File: config.mk
export PLATFORM = sky130hd
export DESIGN_NAME = chip_select_decoder
export DESIGN_NICKNAME = d
export VERILOG_FILES = /design/src/rtl/csd_pkg.sv /design/src/rtl/csd_regfile.sv /design/src/rtl/csd_match.sv /design/src/rtl/csd_resolve.sv /design/src/rtl/csd_seq.sv /design/src/rtl/chip_select_decoder.sv
export SDC_FILE = /design/constraint.sdc
export NUM_CORES = 1
export LEC_CHECK = 0
export ABC_AREA = 1
export BUFFER_PORTS_ARGS = -buffer_cell sky130_fd_sc_hd__buf_2
export CAP_MARGIN = 10
export CORE_MARGIN = 2
export CORE_UTILIZATION = 40
export CTS_CLUSTER_DIAMETER = 120
export CTS_CLUSTER_SIZE = 28
export DETAILED_ROUTE_END_ITERATION = 10
export PLACE_DENSITY = 0.55
export SLEW_MARGIN = 20
export SYNTH_ARGS = -nofsm -noshare
export SYNTH_HDL_FRONTEND = slang
export SYNTH_SLANG_ARGS = --single-unit
File: constraint.sdc
create_clock -name clk -period 19.87 [get_ports clk]
set_input_delay 0.9935 -clock clk [delete_from_list [all_inputs] [get_ports clk]]
set_output_delay 0.9935 -clock clk [all_outputs]
set_load 0.1 [all_outputs]
File: src/rtl/csd_pkg.sv
package csd_pkg;

    localparam int WS_W = 4;

    typedef struct packed {
        logic [WS_W-1:0] ws;
        logic            use_rdy;
        logic            io;
        logic            en;
    } ch_ctrl_t;

    typedef enum logic [2:0] {
        S_IDLE,
        S_DECODE,
        S_WAIT,
        S_SAMPLE,
        S_FINISH
    } seq_state_t;

    localparam logic [1:0] FLD_LO   = 2'd0;
    localparam logic [1:0] FLD_HI   = 2'd1;
    localparam logic [1:0] FLD_CTRL = 2'd2;

endpackage

File: src/rtl/csd_regfile.sv
module csd_regfile
    import csd_pkg::*;
#(
    parameter int NCH      = 10,
    parameter int TAGW     = 10,
    parameter int CFG_W    = 16,
    parameter int BOOT_CH  = 9,
    parameter int BOOT_WS  = 3,
    localparam int CHW     = $clog2(NCH)
) (
    input  logic                 clk,
    input  logic                 rst_n,
    input  logic                 we,
    input  logic [CHW-1:0]       chan,
    input  logic [1:0]           field,
    input  logic [CFG_W-1:0]     wdata,
    output logic [TAGW-1:0]      lo_o   [NCH],
    output logic [TAGW-1:0]      hi_o   [NCH],
    output ch_ctrl_t             ctrl_o [NCH]
);

    for (genvar i = 0; i < NCH; i++) begin : g_ch
        localparam bit IS_BOOT = (i == BOOT_CH);
        localparam logic [TAGW-1:0] RST_LO = IS_BOOT ? {TAGW{1'b1}} : '0;
        localparam logic [TAGW-1:0] RST_HI = IS_BOOT ? {TAGW{1'b1}} : '0;
        localparam ch_ctrl_t RST_CTRL = IS_BOOT ?
            '{ws: WS_W'(BOOT_WS), use_rdy: 1'b1, io: 1'b0, en: 1'b1} :
            '{ws: '0, use_rdy: 1'b0, io: 1'b0, en: 1'b0};

        logic [TAGW-1:0] lo_q;
        logic [TAGW-1:0] hi_q;
        ch_ctrl_t        ctrl_q;
        logic            sel;

        assign sel = we && (chan == CHW'(i));

        always_ff @(posedge clk or negedge rst_n) begin
            if (!rst_n) begin
                lo_q   <= RST_LO;
                hi_q   <= RST_HI;
                ctrl_q <= RST_CTRL;
            end else if (sel) begin
                case (field)
                    FLD_LO:   lo_q <= wdata[TAGW-1:0];
                    FLD_HI:   hi_q <= wdata[TAGW-1:0];
                    FLD_CTRL: begin
                        ctrl_q.en      <= wdata[0];
                        ctrl_q.io      <= wdata[1];
                        ctrl_q.use_rdy <= wdata[2];
                        ctrl_q.ws      <= wdata[4 +: WS_W];
                    end
                    default: ;
                endcase
            end
        end

        assign lo_o[i]   = lo_q;
        assign hi_o[i]   = hi_q;
        assign ctrl_o[i] = ctrl_q;
    end

endmodule

File: src/rtl/csd_match.sv
module csd_match
    import csd_pkg::*;
#(
    parameter int NCH   = 10,
    parameter int AW    = 20,
    parameter int IOW   = 16,
    parameter int TAGW  = 10,
    parameter int PCB_W = 8,
    localparam int PBW  = AW - PCB_W
) (
    input  logic [AW-1:0]   addr_q,
    input  logic            io_q,
    input  logic [PBW-1:0]  pcb_base,
    input  logic            pcb_io,
    input  logic [TAGW-1:0] lo_i   [NCH],
    input  logic [TAGW-1:0] hi_i   [NCH],
    input  ch_ctrl_t        ctrl_i [NCH],
    output logic [NCH-1:0]  hit,
    output logic            pcb_hit
);

    localparam int IO_PBW = IOW - PCB_W;

    logic [TAGW-1:0] tag;
    logic            pcb_mem_eq;
    logic            pcb_io_eq;

    assign tag        = io_q ? addr_q[IOW-1 -: TAGW] : addr_q[AW-1 -: TAGW];
    assign pcb_mem_eq = (addr_q[AW-1:PCB_W] == pcb_base);
    assign pcb_io_eq  = (addr_q[IOW-1:PCB_W] == pcb_base[IO_PBW-1:0]);
    assign pcb_hit    = (pcb_io == io_q) && (io_q ? pcb_io_eq : pcb_mem_eq);

    for (genvar i = 0; i < NCH; i++) begin : g_cmp
        logic in_win;
        assign in_win = (lo_i[i] <= tag) && (tag <= hi_i[i]);
        assign hit[i] = ctrl_i[i].en && (ctrl_i[i].io == io_q) && in_win && !pcb_hit;
    end

endmodule

File: src/rtl/csd_resolve.sv
module csd_resolve
    import csd_pkg::*;
#(
    parameter int NCH = 10
) (
    input  logic [NCH-1:0]  hit,
    input  ch_ctrl_t        ctrl_i [NCH],
    output logic            use_rdy,
    output logic [WS_W-1:0] ws
);

    logic            any_rdy;
    logic [WS_W-1:0] ws_min;
    logic [WS_W-1:0] ws_max;

    always_comb begin
        any_rdy = 1'b0;
        ws_min  = '1;
        ws_max  = '0;
        for (int i = 0; i < NCH; i++) begin
            if (hit[i]) begin
                if (ctrl_i[i].use_rdy) any_rdy = 1'b1;
                if (ctrl_i[i].ws < ws_min) ws_min = ctrl_i[i].ws;
                if (ctrl_i[i].ws > ws_max) ws_max = ctrl_i[i].ws;
            end
        end
    end

    always_comb begin
        if (hit == '0) begin
            use_rdy = 1'b1;
            ws      = '0;
        end else if (any_rdy) begin
            use_rdy = 1'b1;
            ws      = ws_min;
        end else begin
            use_rdy = 1'b0;
            ws      = ws_max;
        end
    end

endmodule

File: src/rtl/csd_seq.sv
module csd_seq
    import csd_pkg::*;
#(
    parameter int NCH = 10,
    parameter int AW  = 20
) (
    input  logic            clk,
    input  logic            rst_n,
    input  logic            strobe,
    input  logic [AW-1:0]   addr_in,
    input  logic            io_in,
    input  logic            ext_ready,
    input  logic [NCH-1:0]  hit,
    input  logic            use_rdy_in,
    input  logic [WS_W-1:0] ws_in,
    output logic [AW-1:0]   addr_q,
    output logic            io_q,
    output logic [NCH-1:0]  cs_n,
    output logic            cyc_done,
    output seq_state_t      state_o
);

    seq_state_t      state;
    seq_state_t      state_nx;
    logic [WS_W-1:0] wcnt;
    logic            rdy_q;

    always_ff @(posedge clk or negedge rst_n) begin
        if (!rst_n) state <= S_IDLE;
        else        state <= state_nx;
    end

    always_comb begin
        state_nx = state;
        unique case (state)
            S_IDLE:   if (strobe) state_nx = S_DECODE;
            S_DECODE: begin
                if (ws_in != '0)     state_nx = S_WAIT;
                else if (use_rdy_in) state_nx = S_SAMPLE;
                else                 state_nx = S_FINISH;
            end
            S_WAIT:   if (wcnt == WS_W'(1)) state_nx = rdy_q ? S_SAMPLE : S_FINISH;
            S_SAMPLE: if (ext_ready) state_nx = S_FINISH;
            S_FINISH: state_nx = S_IDLE;
            default:  state_nx = S_IDLE;
        endcase
    end

    always_ff @(posedge clk or negedge rst_n) begin
        if (!rst_n) begin
            addr_q <= '0;
            io_q   <= 1'b0;
            cs_n   <= '1;
            wcnt   <= '0;
            rdy_q  <= 1'b0;
        end else begin
            unique case (state)
                S_IDLE: if (strobe) begin
                    addr_q <= addr_in;
                    io_q   <= io_in;
                end
                S_DECODE: begin
                    cs_n  <= ~hit;
                    wcnt  <= ws_in;
                    rdy_q <= use_rdy_in;
                end
                S_WAIT:   wcnt <= wcnt - WS_W'(1);
                S_SAMPLE: ;
                S_FINISH: cs_n <= '1;
                default:  ;
            endcase
        end
    end

    assign cyc_done = (state == S_FINISH);
    assign state_o  = state;

endmodule

File: src/rtl/chip_select_decoder.sv
module chip_select_decoder
    import csd_pkg::*;
#(
    parameter int NCH     = 10,
    parameter int AW      = 20,
    parameter int IOW     = 16,
    parameter int TAGW    = 10,
    parameter int PCB_W   = 8,
    parameter int CFG_W   = 16,
    parameter int BOOT_WS = 3,
    localparam int CHW    = $clog2(NCH),
    localparam int PBW    = AW - PCB_W
) (
    input  logic             clk,
    input  logic             rst_n,
    input  logic             cfg_we,
    input  logic [CHW-1:0]   cfg_chan,
    input  logic [1:0]       cfg_field,
    input  logic [CFG_W-1:0] cfg_wdata,
    input  logic [PBW-1:0]   pcb_base,
    input  logic             pcb_io,
    input  logic             cyc_strobe,
    input  logic [AW-1:0]    cyc_addr,
    input  logic             cyc_io,
    input  logic             ext_ready,
    output logic [NCH-1:0]   cs_n,
    output logic             cyc_done
);

    logic [TAGW-1:0] lo_w   [NCH];
    logic [TAGW-1:0] hi_w   [NCH];
    ch_ctrl_t        ctrl_w [NCH];
    logic [AW-1:0]   addr_q;
    logic            io_q;
    logic [NCH-1:0]  hit_vec;
    logic            pcb_hit;
    logic            use_rdy;
    logic [WS_W-1:0] ws_res;
    seq_state_t      seq_state;

    csd_regfile #(
        .NCH(NCH), .TAGW(TAGW), .CFG_W(CFG_W),
        .BOOT_CH(NCH - 1), .BOOT_WS(BOOT_WS)
    ) u_regs (
        .clk(clk), .rst_n(rst_n), .we(cfg_we), .chan(cfg_chan),
        .field(cfg_field), .wdata(cfg_wdata),
        .lo_o(lo_w), .hi_o(hi_w), .ctrl_o(ctrl_w)
    );

    csd_match #(
        .NCH(NCH), .AW(AW), .IOW(IOW), .TAGW(TAGW), .PCB_W(PCB_W)
    ) u_match (
        .addr_q(addr_q), .io_q(io_q), .pcb_base(pcb_base), .pcb_io(pcb_io),
        .lo_i(lo_w), .hi_i(hi_w), .ctrl_i(ctrl_w),
        .hit(hit_vec), .pcb_hit(pcb_hit)
    );

    csd_resolve #(.NCH(NCH)) u_resolve (
        .hit(hit_vec), .ctrl_i(ctrl_w), .use_rdy(use_rdy), .ws(ws_res)
    );

    csd_seq #(.NCH(NCH), .AW(AW)) u_seq (
        .clk(clk), .rst_n(rst_n), .strobe(cyc_strobe),
        .addr_in(cyc_addr), .io_in(cyc_io), .ext_ready(ext_ready),
        .hit(hit_vec), .use_rdy_in(use_rdy), .ws_in(ws_res),
        .addr_q(addr_q), .io_q(io_q), .cs_n(cs_n), .cyc_done(cyc_done),
        .state_o(seq_state)
    );

endmodule

==> qor.txt, run 1 <==
Outcome = completed
Die width = 225 µm
Final net count = 2823
Root Driver = clkbuf_16
CTS Buf Count = 14
Clock-pin slew on the worst setup and hold paths = 0.11 ns
Async SR Flop Fraction = 1.00
Synth area leader = dfrtp_1
Number of synthesized flops with an enable pin = 0
Mux contribution to synthesized area = 0.00115
Clock Latency Late Sink = 0.52 ns
Post-synthesis simple-gate area fraction = 0.203
Cell area after synthesis = 19600 µm²
DR iter-0 viols = 917
Setup tns final = 0 ns
Switching Fraction = 0.440
Largest family of logic cells by synthesized area = simple AND/OR/NAND/NOR gates
Die Area = 50700 µm²
Syn Nets = 2801
Largest net degree at the start of global routing = 96
Compound-Gate Fraction of Synth Area = 0.155
Seq cells post-synth = 303
Max incr delay on CP = 0.96 ns
Clock network fraction of total power = 0.156
CTS-repair resized insts = 0
DRC = 0
Clock sink total = 303
Critical path arrival = 14.34 ns
Worst hold path class = input port to asynchronous set/reset pin
ANT nets after route = 0
Post-DP HPWL = 34400 µm
Grt ovf = 0
Worst vdd ir = 47.7 µV
Detailed Route WL = 51600 µm
All-Layer GR Usage = 0.209
CTS max path bufs = 3
CP max stage cell = dfrtp_1
Avg Cell Area, Syn = 7.91 µm²
Most frequent CP cell = nand2_1
Layout cells sized above 1 = 0.0894
Port bufs = 59
Num rows = 81
Predominant post-synthesis flop cell = dfrtp_1
Share of the synthesized area in the top cell type = 0.344
Minimum clock period = 13.90 ns
Final instance area = 21000 µm²
Worst Setup End Kind = register
Global-route wire length before repair = 83700 µm
Worst Tran Pin Value = 1.07 ns
R2R cell count = 94
Max-cap violation count = 0
Gate power share = 0.500
Reg power frac = 0.345
Worst Path Max Fanout = 24
Htree depth = 1
Xor and xnor area share after synthesis = 0.00134
Startpoint Class = register
Core area = 48600 µm²
Layout Skew = 0.0231 ns
Reg2Reg Capture Point = u_seq.state_o[2]
Part of the Yosys area used for sequential elements = 0.389
Synth-to-Final Area Change = 7.28%
Synth warn = 0
Post-Syn Instances = 2477
Total power = 0.00230 W
Initial antenna violation count = 0
R2R Setup Slk = 5.97 ns
First-pass detailed-route iteration total = 5
Routed len/inst = 16.5 µm
Post-CTS setup buffer count = 0
WP data required = 20.31 ns
Power Dens Cells = 109 nW/µm²
Post-synthesis adder-cell area fraction = 0.168
Starting density of the core = 0.403
Switch Pwr = 0.00101 W
Tcrit/Tclk final = 0.700
IO Count = 72
Largest cells by area after synthesis = dfrtp_1 (34%), ha_1 (17%), nand2_1 (12%), o21ai_0 (8.8%), inv_1 (6.2%)
Leakage power = 10.6 nW
Filler cell count = 4943
GPL Wtd Cong = 0.856
Internal power = 0.00129 W
Fin. max-slew vios = 0
Via count = 16140
Via count of the first global-routing pass = 15696
Die H = 225 µm
Final setup viols = 0
Final Hold Viols = 0
Hold slack final = 0.470 ns
Fmax = 71.9 MHz
Cell variety after synth = 50
DR vias/cell = 5.16
Worst flop-to-flop path startpoint = u_seq.io_q
# diodes = 0
RSZ-0062 raised after global routing = false
Slew HR = 0.284
CTS tree = yes
CP Class = register to register
Area post-placement = 20600 µm²
Cts hold-fix bufs = 0
==> per-stage QoR <==
stage	setup WS, ns	std cells	util
final	5.97	3128	0.432
after global routing	4.31	3128	0.432
after CTS	5.86	3128	0.432
after detailed placement	5.92	3105	0.423
after global placement	6.12	3105	0.423
after floorplan	7.85	2477	-
==> cell usage in the layout (no fill, tap or decap), drive strengths merged, types with 2 or more instances in the layout <==
cell,count
a211oi,20
a21boi,4
a21o,3
a21oi,108
a221oi,9
a31oi,6
a41oi,2
and2,2
and3,2
buf,93
clkbuf,22
dfrtp,269
dfstp,34
ha,263
inv,336
mux2,2
nand2,636
nand3,138
nand4,19
nor2,117
nor3,12
o2111ai,6
o211ai,3
o21a,13
o21ai,353
o21bai,11
o221ai,2
o31ai,2
o41ai,5
or2,3
xnor2,3
==> state kept, by name, indices dropped and copies added (netlist names), 3 cells and up <==
| name | count |
|---|---|
| u_regs.ctrl_o | 70 |
| u_regs.g_ch.lo_q | 100 |
| u_regs.g_ch.hi_q | 100 |
| u_seq.state_o | 3 |
| u_seq.cs_n | 10 |
| u_seq.wcnt | 4 |
| u_seq.addr_q | 14 |
==> worst max path at each step <==
stage          startpoint                to  slack, ns  cells past startpoint
2_1_floorplan  u_seq.io_q  u_seq.state_o[1]       7.85                     97
3_3_place_gp   u_seq.io_q  u_seq.state_o[2]       6.12                     94
3_5_place_dp   u_seq.io_q  u_seq.state_o[2]       5.92                     94
4_1_cts        u_seq.io_q  u_seq.state_o[2]       5.86                     94
5_1_grt        u_seq.io_q  u_seq.state_o[2]       4.31                     98
6_report       u_seq.io_q  u_seq.state_o[2]       5.97                     94
==> layer usage <==
layer / global-route usage / share of wire / vias up
li1: - / - / 8207
met1: 0.292 / 0.49 / 7684
met2: 0.363 / 0.47 / 203
met3: 0.0150 / 0.033 / 46
met4: 0.0316 / 0.014 / 0
met5: 0 / 0 / -
==> cells by family after synthesis <==
| kind of cell | Yosys count |
|---|---|
| adder cells (fa/ha/maj) | 263 |
| multiplexers | 2 |
| flip-flops | 303 |
| buffers and inverters | 424 |
| XOR/XNOR | 3 |
| AO/OA/AOI/OAI | 550 |
| AND/OR/NAND/NOR | 932 |
==> power by group through the flow <==
stage	clock, W	sequential [W]	combinational, W
finish	0.000359	0.000793	0.00115
detailed placement	0	0.000803	0.00115
CTS	0.000370	0.000792	0.00116
global placement	0	0.000800	0.00111
floorplan	0	0.000791	0.000775
global route	0.000393	0.000806	0.00134
==> worst max-delay path, delay by kind of cell (launching register included) <==
family | cells | cell delay (ns)
adder cells (fa/ha/maj) | 10 | 3.09
AND/OR/NAND/NOR | 47 | 4.73
AO/OA/AOI/OAI | 21 | 3.27
flip-flops | 1 | 0.96
buffers and inverters | 16 | 1.69
==> final cells by class <==
| class | instances | area [µm²] | area share |
|---|---|---|---|
| Multi-Input combinational cell | 1750 | 10300 | 0.492 |
| Tap cell | 622 | 778 | 0.0370 |
| Timing Repair Buffer | 93 | 561 | 0.0267 |
| Sequential cell | 303 | 7620 | 0.363 |
| Clock inverter | 1 | 30.0 | 0.00143 |
| Clock buffer | 22 | 402 | 0.0191 |
| Inverter | 337 | 1270 | 0.0603 |
==> Yosys cell counts (all sizes together), types with 2 or more instances <==
| cell type | instances |
|---|---|
| a41oi | 2 |
| nor3 | 12 |
| a21oi | 108 |
| and2 | 2 |
| and3 | 2 |
| dfstp | 34 |
| o41ai | 5 |
| inv | 337 |
| a211oi | 20 |
| a21boi | 4 |
| a21o | 3 |
| o31ai | 2 |
| clkbuf | 84 |
| nand3 | 138 |
| xnor2 | 3 |
| a31oi | 6 |
| nor2 | 117 |
| o221ai | 2 |
| buf | 3 |
| o21bai | 11 |
| mux2 | 2 |
| ha | 263 |
| o21ai | 353 |
| o2111ai | 6 |
| a221oi | 9 |
| nand4 | 19 |
| o21a | 13 |
| nand2 | 636 |
| or2 | 3 |
| o211ai | 3 |
| dfrtp | 269 |
No activity file was read; power rests on OpenSTA's default activity.
==> inputs of run 2 (changes only) <==
==> constraint.sdc (replaced) <==
create_clock -name clk -period 14.5 [get_ports clk]
set_input_delay 0.725 -clock clk [delete_from_list [all_inputs] [get_ports clk]]
set_output_delay 0.725 -clock clk [all_outputs]
set_load 0.1 [all_outputs]
==> run 2 against run 1 <==
Net effect: sequential power grew 36%; clock power grew 40%; worst hold slack lost 0.27 ns; critical path type unchanged.
==> qor.txt, run 2 (synthesized netlist as in run 1, its figures left out) <==
Setup crit start = u_seq.io_q
R2R cell count = 88 (-6.4%)
Die width = 225 µm (unchanged)
Num rows = 81 (unchanged)
Final design utilization = 0.433 (+0.00108)
Switching Fraction = 0.446 (+0.00592)
# diodes = 0 (unchanged)
Critical path destination = u_seq.state_o[1]
Worst Path Max Fanout = 15 (-38%)
R2R Setup Slk = 1.38 ns (-4.59 ns)
DR iter-0 viols = 958 (+4.5%)
Reg2Reg Capture Point = u_seq.state_o[1]
Die H = 225 µm (unchanged)
Root Driver = clkbuf_16
Port bufs = 59 (unchanged)
Worst flop-to-flop path startpoint = u_seq.io_q
Setup tns final = 0 ns (unchanged)
GPL Wtd Cong = 0.852 (-0.49%)
Clock-pin slew on the worst setup and hold paths = 0.10 ns (about the same)
Synth-to-Final Area Change = 7.55%
CP Class = register to register
Leakage power = 10.6 nW (+0.27%)
Most common cell after layout, fill and taps aside = nand2_1
Total power = 0.00319 W (+39%)
Via count = 16144 (+0.025%)
CTS Buf Count = 15 (+1)
Internal power = 0.00176 W (+37%)
Layout cells sized above 1 = 0.0920 (+0.00261)
CP max stage cell = dfrtp_2
Starting density of the core = 0.403 (unchanged)
Most frequent cells in the layout = nand2_1 (600), o21ai_0 (333), inv_1 (322)
Cts hold-fix bufs = 0 (unchanged)
DRC = 0 (unchanged)
Largest net degree at the start of global routing = 155 (+61%)
Fmax = 76.2 MHz (+6.0%)
Max-cap violation count = 0 (unchanged)
Worst Setup End Kind = register
Final Hold Viols = 0 (unchanged)
Core area = 48600 µm² (unchanged)
ANT nets after route = 0 (unchanged)
Most frequent CP cell = nand2_1
Tcrit/Tclk final = 0.905 (+0.205)
Area post-placement = 20600 µm² (about the same)
Post-DP HPWL = 35100 µm (+2.0%)
Power Dens Cells = 151 nW/µm² (+38%)
Final instance area = 21100 µm² (+0.25%)
Hold slack final = 0.199 ns (-0.272 ns)
Detailed Route WL = 52400 µm (+1.7%)
Layout Skew = 0.0195 ns (-0.00357 ns)
Final setup viols = 0 (unchanged)
Gate power share = 0.504 (+0.004)
Clock network fraction of total power = 0.158 (+0.002)
Via count of the first global-routing pass = 15718 (+0.14%)
Outcome = completed
Worst vdd ir = 86.0 µV (+80%)
Slew HR = 0.265 (-0.0190)
Final net count = 2827 (+0.14%)
RSZ-0062 raised after global routing = false
CTS max path bufs = 3 (unchanged)
Grt ovf = 0 (unchanged)
Htree depth = 1 (unchanged)
Fin. max-slew vios = 0 (unchanged)
All-Layer GR Usage = 0.212 (+0.00279)
CTS tree = yes
Worst hold path class = input port to asynchronous set/reset pin
DR vias/cell = 5.15 (-0.13%)
Routed len/inst = 16.7 µm (+1.5%)
Minimum clock period = 13.12 ns (-0.784 ns)
Initial antenna violation count = 1 (+1)
Clock Latency Late Sink = 0.52 ns (about the same)
First-pass detailed-route iteration total = 5 (unchanged)
Startpoint Class = register
Clock sink total = 303 (unchanged)
WP data required = 14.90 ns (-5.41 ns)
Max incr delay on CP = 0.47 ns (-0.49 ns)
Reg power frac = 0.338 (-0.007)
IO Count = 72 (unchanged)
Global-route wire length before repair = 84300 µm (+0.74%)
Worst Tran Pin Value = 1.10 ns (+0.0285 ns)
Die Area = 50700 µm² (unchanged)
Critical path arrival = 13.52 ns (-0.82 ns)
Switch Pwr = 0.00142 W (+40%)
## run 2: repair_timing
action | 4_1_cts | 5_1_grt
buffers inserted | 0 | 3
setup endpoints to repair | 0 | 6
gates resized for setup | 0 | 3
## run 2: worst min-delay path by stage
stage / start / to / depth (start not counted)
global route: rst_n / u_seq.state_o[1] / 1
CTS: rst_n / u_seq.state_o[1] / 1
floorplan: rst_n / u_regs.ctrl_o[10] / 0
detailed placement: u_regs.ctrl_o[37] / u_regs.ctrl_o[37] / 2
global placement: u_regs.ctrl_o[21] / u_regs.ctrl_o[21] / 2
finish: rst_n / u_seq.wcnt[0] / 1
## run 2: power by group through the flow
stage	clock [W]	combinational (W)	sequential, W
after floorplan	0	0.00106	0.00108
after global placement	0	0.00154	0.00109
after detailed placement	0	0.00160	0.00110
after CTS	0.000523	0.00161	0.00108
after global routing	0.000546	0.00187	0.00110
final	0.000503	0.00161	0.00108
## run 2: worst max-delay path, delay by kind of cell, from the launching register on
kind / cells / cell delay [ns]
DFF: 1 / 0.47
AOI/OAI and AO/OA: 22 / 3.77
adders and majority gates: 10 / 3.11
and+or+nand+nor: 44 / 4.39
buffers and inverters: 12 / 1.24
## run 2: area by class of cell
class / count / area [µm²]
multi-input combinational: 1750 / 10300
fill: 4941 / 27600
inverter: 337 / 1270
timing repair buffer: 96 / 596
sequential: 303 / 7630
tap: 622 / 778
clock inverter: 3 / 36.3
clock buffer: 22 / 412
## run 2: per-stage QoR
step / setup slack, ns / instances
floorplan: 2.48 / 2477
global placement: 1.28 / 3105
detailed placement: 1.06 / 3105
CTS: 0.985 / 3130
global route: 0.0843 / 3133
finish: 1.38 / 3133
## run 2: routing by layer
metal / GRT usage / share of wire / vias to the layer above
li1: - / - / 8212
met1: 0.294 / 0.48 / 7647
met2: 0.358 / 0.46 / 227
met3: 0.0179 / 0.037 / 58
met4: 0.0504 / 0.025 / 0
met5: 0 / 0 / -
